--- config.mk ---
export PLATFORM = sky130hd
export DESIGN_NAME = irq_pend_agg
export DESIGN_NICKNAME = d
export VERILOG_FILES = /design/src/rtl/irq_agg_pkg.sv /design/src/rtl/irq_src_slot.sv /design/src/rtl/irq_pend_counter.sv /design/src/rtl/irq_vec_select.sv /design/src/rtl/irq_pend_agg.sv
export SDC_FILE = /design/constraint.sdc
export NUM_CORES = 1
export LEC_CHECK = 0
export ABC_AREA = 1
export CELL_PAD_IN_SITES_DETAIL_PLACEMENT = 1
export CELL_PAD_IN_SITES_GLOBAL_PLACEMENT = 1
export CORE_ASPECT_RATIO = 0.75
export CORE_UTILIZATION = 30
export CTS_BUF_LIST = sky130_fd_sc_hd__clkbuf_2
export DETAILED_ROUTE_END_ITERATION = 7
export HOLD_SLACK_MARGIN = 0.02
export PLACE_DENSITY = 0.69
export SYNTH_ARGS = -nofsm -noshare
export SYNTH_HDL_FRONTEND = slang
export SYNTH_SLANG_ARGS = --single-unit
export TNS_END_PERCENT = 5
--- constraint.sdc ---
create_clock -name clk -period 7.7 [get_ports clk]
set_clock_uncertainty 0.1 [all_clocks]
set_input_delay 1.155 -clock clk [delete_from_list [all_inputs] [get_ports clk]]
set_output_delay 1.155 -clock clk [all_outputs]
set_load 0.005 [all_outputs]
--- src/rtl/irq_agg_pkg.sv ---
package irq_agg_pkg;
  parameter int IRQ_VEC_W = 12;
  typedef logic [IRQ_VEC_W-1:0] irq_vec_t;
  localparam logic [3:0] MASK_ALL = 4'hF;
endpackage

--- src/rtl/irq_src_slot.sv ---
module irq_src_slot #(
  parameter int CNT_W = 3,
  parameter logic [CNT_W-1:0] REQ = '0
) (
  input  logic clk,
  input  logic rst,
  input  logic level,
  input  logic inc,
  input  logic dec,
  output logic pend_d,
  output logic pend_q
);
  localparam logic [CNT_W-1:0] CNT_MAX = '1;

  logic             asrt_q, asrt_d;
  logic [CNT_W-1:0] cnt_q, cnt_d;

  always_comb begin
    cnt_d = cnt_q;
    if (inc && !dec && cnt_q != CNT_MAX) cnt_d = cnt_q + 1'b1;
    else if (dec && !inc && cnt_q != '0) cnt_d = cnt_q - 1'b1;
  end

  always_comb begin
    asrt_d = asrt_q;
    if (level != asrt_q) asrt_d = level;
  end

  assign pend_d = asrt_d && (cnt_d == REQ);

  always_ff @(posedge clk) begin
    if (rst) begin
      asrt_q <= 1'b0;
      cnt_q  <= '0;
      pend_q <= 1'b0;
    end else begin
      asrt_q <= asrt_d;
      cnt_q  <= cnt_d;
      pend_q <= pend_d;
    end
  end

  p_pend_rule_r2: assert property (@(posedge clk) disable iff (rst)
    pend_q == (asrt_q && (cnt_q == REQ)));
  p_cnt_floor_r3: assert property (@(posedge clk) disable iff (rst)
    (cnt_q == '0 && dec && !inc) |=> (cnt_q == '0));
  p_cnt_ceil_r3: assert property (@(posedge clk) disable iff (rst)
    (cnt_q == CNT_MAX && inc && !dec) |=> (cnt_q == CNT_MAX));
  p_level_hold_r5: assert property (@(posedge clk) disable iff (rst)
    (level == asrt_q) |=> $stable(asrt_q));
endmodule

--- src/rtl/irq_pend_counter.sv ---
module irq_pend_counter #(
  parameter int NUM_SRC = 8
) (
  input  logic               clk,
  input  logic               rst,
  input  logic [NUM_SRC-1:0] pend_d,
  input  logic [NUM_SRC-1:0] pend_q,
  output logic               cpu_irq
);
  localparam int PC_W = $clog2(NUM_SRC + 1);

  logic [PC_W-1:0] pc_q, pc_d, rises, falls;

  always_comb begin
    rises = '0;
    falls = '0;
    for (int i = 0; i < NUM_SRC; i++) begin
      if (pend_d[i] && !pend_q[i]) rises = rises + 1'b1;
      if (!pend_d[i] && pend_q[i]) falls = falls + 1'b1;
    end
    pc_d = pc_q + rises - falls;
  end

  always_ff @(posedge clk) begin
    if (rst) begin
      pc_q    <= '0;
      cpu_irq <= 1'b0;
    end else begin
      pc_q    <= pc_d;
      cpu_irq <= (pc_d != '0);
    end
  end

  p_count_matches_r4: assert property (@(posedge clk) disable iff (rst)
    pc_q == PC_W'($countones(pend_q)));
  p_irq_follows_r4: assert property (@(posedge clk) disable iff (rst)
    cpu_irq == (pc_q != '0));
endmodule

--- src/rtl/irq_vec_select.sv ---
module irq_vec_select
  import irq_agg_pkg::*;
#(
  parameter int NUM_SRC = 8,
  parameter irq_vec_t [NUM_SRC-1:0] VECTORS = '0
) (
  input  logic               clk,
  input  logic               rst,
  input  logic [NUM_SRC-1:0] pend,
  input  logic [3:0]         cpu_mask,
  output logic               vec_valid,
  output irq_vec_t           vec_out
);
  logic     found;
  irq_vec_t pick;

  always_comb begin
    found = 1'b0;
    pick  = '0;
    for (int i = 0; i < NUM_SRC; i++) begin
      if (pend[i] && !found) begin
        found = 1'b1;
        pick  = VECTORS[i];
      end
    end
  end

  assign vec_valid = found && (cpu_mask != MASK_ALL);
  assign vec_out   = vec_valid ? pick : '0;

  p_mask_blocks_r6: assert property (@(posedge clk) disable iff (rst)
    (cpu_mask == MASK_ALL) |-> (!vec_valid && vec_out == '0));
  p_idle_novec_r8: assert property (@(posedge clk) disable iff (rst)
    (pend == '0) |-> !vec_valid);
endmodule

--- src/rtl/irq_pend_agg.sv ---
module irq_pend_agg
  import irq_agg_pkg::*;
#(
  parameter int NUM_SRC = 8,
  parameter int CNT_W = 3,
  parameter logic [NUM_SRC-1:0][CNT_W-1:0] REQ_TOTAL =
    {3'd1, 3'd2, 3'd1, 3'd0, 3'd3, 3'd1, 3'd2, 3'd1},
  parameter irq_vec_t [NUM_SRC-1:0] VECTORS =
    {12'h5E0, 12'h5C0, 12'h5A0, 12'h580, 12'h560, 12'h540, 12'h520, 12'h500}
) (
  input  logic               clk,
  input  logic               rst,
  input  logic [NUM_SRC-1:0] src_level,
  input  logic [NUM_SRC-1:0] en_inc,
  input  logic [NUM_SRC-1:0] en_dec,
  input  logic [3:0]         cpu_mask,
  output logic               cpu_irq,
  output logic               vec_valid,
  output logic [11:0]        vec_out
);
  logic [NUM_SRC-1:0] pend_d, pend_q;

  for (genvar g = 0; g < NUM_SRC; g++) begin : g_slot
    irq_src_slot #(.CNT_W(CNT_W), .REQ(REQ_TOTAL[g])) u_slot (
      .clk(clk), .rst(rst), .level(src_level[g]),
      .inc(en_inc[g]), .dec(en_dec[g]),
      .pend_d(pend_d[g]), .pend_q(pend_q[g])
    );
  end

  irq_pend_counter #(.NUM_SRC(NUM_SRC)) u_cnt (
    .clk(clk), .rst(rst), .pend_d(pend_d), .pend_q(pend_q), .cpu_irq(cpu_irq)
  );

  irq_vec_select #(.NUM_SRC(NUM_SRC), .VECTORS(VECTORS)) u_sel (
    .clk(clk), .rst(rst), .pend(pend_q), .cpu_mask(cpu_mask),
    .vec_valid(vec_valid), .vec_out(vec_out)
  );

  p_reset_quiet_r1: assert property (@(posedge clk)
    $past(rst) |-> (!cpu_irq && !vec_valid));
endmodule

==> impl_metrics.ini, run 1 <==
[run_status]
status = complete, no violations

[yosys]
synth_adder_area_share = 0.174
synth_area_leaders = dfxtp_1 (18%), ha_1 (16%), nand2_1 (12%)
synth_cell_type_count = 40
synthCells = 632
synth_xor_area_frac = 0.0257
avgSynthCellArea_um2 = 6.48
synth-compound-area-share = 0.0587
synth.cell_area_um2 = 4100
ys.flop_type = dfxtp_1
synth_async_sr_flop_share = 0
synth_seq_area_share = 0.181
synth_top_area_share = 0.181
yosys.area_share.simple = 0.417
synth_top_family_by_area = simple AND/OR/NAND/NOR gates
synthMuxAreaShare = 0
yosysWarnings = 0
synth-seq-cells = 37
synth_edf_count = 0
synth_top_cell_by_area = dfxtp_1

[routing]
drt-total-wl_mm = 10.5
drt-wirelength-per-cell_um = 12.4
antenna_left = 0
drc = 0
vias = 3920
drt_first_iter_violations = 85
via_per_inst = 4.63
firstDrtPassIters = 4

[die]
die_height_um = 103
num_rows = 36
core_um2 = 13200
die_w_um = 137
dieArea_um2 = 14100
io_pins = 44
initial_core_util = 0.311

[clock_tree]
cts_buffer_depth = 2
numCtsBuffers = 5
cts.sinks = 37
clk_latency_ps = 430
htreeDepth = 2
root_buffer = clkbuf_2
cts_tree = yes
path_clk_slew_ps = 190

[finish]
antenna_cells = 0
drive_gt1_frac = 0.154
fillers = 1749
ff_latch_area_um2 = 741
final_nets = 761
syn2layout_area_growth_pct = 18.0
layout_common_cells = nand2_1 (129), inv_1 (125), nor2_1 (60)
final_common_cell = nand2_1
multiInputGateArea_um2 = 2910

[critical_path]
crit_top_cell = nand2_1
reg2reg_depth = 46
cp_data_required_time_ps = 7940
cpMaxStageDelayCell = fa_1
rrSetupSlack_ps = 710
crit_path_end_kind = flip-flop
r2r-end = u_cnt.cpu_irq
crit_path_start_kind = input port
r2r-start = g_slot[0].u_slot.cnt_q[0]
max_stage_delay_ps = 570
path_class = in2reg
cp_max_fo = 4
cp.arrival_ps = 7520

[sta]
setup_violations = 0
hold_violations = 0
max-slew-margin-rel = 0.590
min_period_over_period = 0.946
tightestPinTransition_ps = 599
period_minus_slack_ps = 7290
timing.setup.tns_ps = 0
slew_viol_final = 0
fmax_mhz = 137

[placed_design]
io_buffers = 36
gp_congestion = 0.795
hpwl_mm = 8.54

[worst_hold_path]
hold_path_end = g_slot[5].u_slot.cnt_q[0]
hold_class = reg2reg
whs_path_depth = 3
min_from = g_slot[5].u_slot.cnt_q[0]

[power]
power_uw = 914
ir_drop_uv = 73.2
power.density_nw_per_um2 = 189
p_leak_nw = 2.52

[global_route]
grt_pass1_vias = 4131
met3_usage = 0.0244
grt-busiest-layer = met2
grt_max_degree = 38
use_met1 = 0.201
grt_pass1_wl_mm = 18.0
grt_overflow = 0
grt_usage = 0.158
antenna_found_initial = 0
gr-usage-met2 = 0.286

[run]
cap_violations = 0
[cell families (layout without fill, tap and decap cells)]
family,Yosys count,after routing
compound gates,39,39
flops,37,37
simple gates,340,340
xor+xnor,12,12
other cells,1,7
buf+inv,148,186
fa+ha+maj,55,55
[per-stage QoR]
stage	instances	hold slack [ps]	util	setup WS [ps]	instance area, µm²
final	847	526	0.367	414	4830
after global routing	847	591	0.367	-72.8	4830
after CTS	840	530	0.354	113	4650
after detailed placement	833	486	0.351	-323	4620
after global placement	833	469	0.351	89.3	4620
after floorplan	638	426	-	942	4120
[worst max-delay path: cells and delay by family]
family | cells | cell delay (ps)
buffers and inverters | 7 | 800
AND/OR/NAND/NOR | 27 | 2840
AO/OA/AOI/OAI | 4 | 570
adder cells (fa/ha/maj) | 7 | 2190
[Yosys cell counts (2+ instances only)]
library cell and number:
and2_1 4, nor2_1 62, nand2_1 131, nand3b_1 6
a31oi_1 2, nand4_2 2, nand2_4 3, nand3_1 54
or2_1 2, clkbuf_1 5, fa_1 3, nand2_2 28
nor3_1 5, dfxtp_1 37, buf_4 8, o21ai_0 10
nand3b_4 2, inv_2 6, o21a_1 2, o211ai_1 8
a21boi_1 2, a211oi_1 2, ha_1 52, xnor2_1 3
xor2_1 9, clkinv_1 2, or2_0 2, nor2_2 10
nand4_1 9, inv_1 127, or2_2 2, o21ai_1 4
a21oi_1 6, nand3_2 16
[routing by layer]
| layer | up-vias | share of wire |
|---|---|---|
| met2 | 48 | 0.47 |
| met3 | 10 | 0.033 |
| li1 | 2035 | - |
| met1 | 1827 | 0.49 |
| met4 | 0 | 0.0092 |
| met5 | - | 0 |
[power by group]
group | internal (mW) | leakage, nW | switching [mW]
clock | 0.0211 | 0.0265 | 0.0718
sequential | 0.222 | 0.305 | 0.0180
combinational | 0.244 | 2.19 | 0.337
[sequential cells by signal, indices dropped and copies added (netlist names)]
signal / count
g_slot.u_slot.cnt_q: 24
g_slot.u_slot.pend_q: 8
u_cnt.pc_q: 4
u_cnt.cpu_irq: 1
[worst max-delay path by stage]
stage               from             to  slack, ps  depth (start not counted)
3_3_place_gp   en_dec[1]  u_cnt.cpu_irq         90                         46
2_1_floorplan  en_inc[1]  u_cnt.cpu_irq        940                         44
6_report       en_dec[0]  u_cnt.cpu_irq        410                         45
4_1_cts        en_inc[0]  u_cnt.cpu_irq        110                         44
5_1_grt        en_dec[0]  u_cnt.cpu_irq        -70                         45
3_5_place_dp   en_dec[0]  u_cnt.cpu_irq       -320                         45
[repair_timing]
action | CTS | global route
gates resized for setup | 0 | 24
setup buffers | 0 | 7
hold buffers | 0 | 0
endpoints found under the setup margin | 0 | 2
[cell type report]
type,count,share of cell area
Clock buffer,6,0.00622
Clock inverter,1,0.000777
Inverter,135,0.105
Multi-Input combinational cell,453,0.603
Sequential cell,37,0.153
Tap cell,171,0.0443
Timing Repair Buffer,44,0.0875
No activity file was read; power rests on OpenSTA's default activity.
==> run 2, diff against run 1 <==
Settings changed: CELL_PAD_IN_SITES_DETAIL_PLACEMENT 1 to 2, CELL_PAD_IN_SITES_GLOBAL_PLACEMENT 1 to 2, PLACE_DENSITY 0.69 to 0.84, SKIP_CTS_REPAIR_TIMING set to 1.
==> impl_metrics.ini, run 2 (same netlist as run 1, synthesis figures left out) <==
[finish]
final_common_cell = inv_1
fillers = 1608
antenna_cells = 0
syn2layout_area_growth_pct = 18.9
final_nets = 762
largest_reg_flops = 24
layout_common_cells = inv_1 (124), nand2_1 (123), nor2_1 (59)
final_area_um2 = 4870
finalNonFillerCells = 849
top_register = g_slot.u_slot.cnt_q
drive_gt1_frac = 0.164
top_regs = g_slot.u_slot.cnt_q x24, g_slot.u_slot.pend_q x8, u_cnt.pc_q x4

[critical_path]
crit_path_end_kind = flip-flop
cp_max_fo = 3
path_class = in2reg
cp_data_required_time_ps = 8000
crit_path_start_kind = input port
cp.arrival_ps = 7620
max_stage_delay_ps = 570
crit_top_cell = nand2_1
cpMaxStageDelayCell = fa_1

[sta]
setup_violations = 0
worst_hold_slack_ps = 521
hold_violations = 0
tightestPinTransition_ps = 512
max-slew-margin-rel = 0.650
period_minus_slack_ps = 7320
min_period_over_period = 0.951
fmax_mhz = 137
fin_ws_ps = 380
slew_viol_final = 0

[routing]
vias = 4038
dr_wl_met2_mm = 6.20
drc = 0
met3_length_um = 254
via_per_inst = 4.76
drt_first_iter_violations = 52
antenna_left = 0
drt-total-wl_mm = 12.2
met1_length_mm = 5.68
dr.max_layer_used = met4
drt-wirelength-per-cell_um = 14.4
firstDrtPassIters = 4

[placed_design]
place_area_um2 = 4620
pre_cts_ws_ps = -461
dp_cells = 833
hpwl_mm = 10.1
io_buffers = 36
gp_congestion = 0.808

[die]
die_w_um = 137
die_height_um = 103
initial_core_util = 0.311
io_pins = 44
core_um2 = 13200
dieArea_um2 = 14100
num_rows = 36

[global_route]
grt_max_degree = 38
grt_pass1_vias = 4408
grt_usage = 0.180
antenna_found_initial = 0
grt_overflow = 0
grt_pass1_wl_mm = 19.9

[clock_tree]
path_clk_slew_ps = 240
clk_latency_ps = 460
cts_buffer_depth = 2
htreeDepth = 2
cts.sinks = 37
cts_tree = yes
numCtsBuffers = 5
root_buffer = clkbuf_2

[run_status]
status = complete, no violations

[power]
power.density_nw_per_um2 = 193
ir_drop_uv = 66.1
p_leak_nw = 2.51

[worst_hold_path]
hold_class = reg2reg

[run]
cap_violations = 0
run 2: per-stage QoR:
step,util,total power [mW],setup TNS (ps)
after CTS,0.354,0.912,0
after floorplan,-,0.638,0
after global placement,0.351,0.752,0
after detailed placement,0.351,0.805,-917
after global routing,0.370,1.04,-159
final,0.370,0.939,0
run 2: final timing paths:
path,startpoint,endpoint,slack (ps),cells after the start
setup / recovery,en_dec[0],u_cnt.cpu_irq,380,44
hold / removal,g_slot[4].u_slot.cnt_q[0],g_slot[4].u_slot.cnt_q[0],520,3
setup reg to reg,g_slot[0].u_slot.cnt_q[0],u_cnt.cpu_irq,770,45
hold reg to reg,g_slot[4].u_slot.cnt_q[0],g_slot[4].u_slot.cnt_q[0],520,3
run 2: metal layers:
metal,GRT usage,vias up
met5,0,-
met4,0.0330,0
met3,0.0224,8
met2,0.349,43
met1,0.213,1943
li1,-,2044
run 2: layout make-up:
type,instances,area [µm²],area share
repair buffers,45,428,0.0879
well taps,171,214,0.0440
multi-input cells,453,2940,0.604
clock buffers,5,25.0,0.00514
clock inverters,3,12.5,0.00257
flip-flops and latches,37,741,0.152
inverters,135,507,0.104
run 2: worst max-delay path, delay by kind of cell:
family / cells / cell delay (ps)
AND/OR/NAND/NOR: 22 / 2410
XOR/XNOR: 2 / 300
buffers and inverters: 7 / 860
adder cells (fa/ha/maj): 6 / 1960
AO/OA/AOI/OAI: 7 / 940
run 2: power by group:
part / leakage [nW] / switching (mW) / total [mW] / internal, mW
clock network: 0.0278 / 0.0829 / 0.103 / 0.0198
logic: 2.18 / 0.356 / 0.596 / 0.241
registers: 0.305 / 0.0183 / 0.240 / 0.222
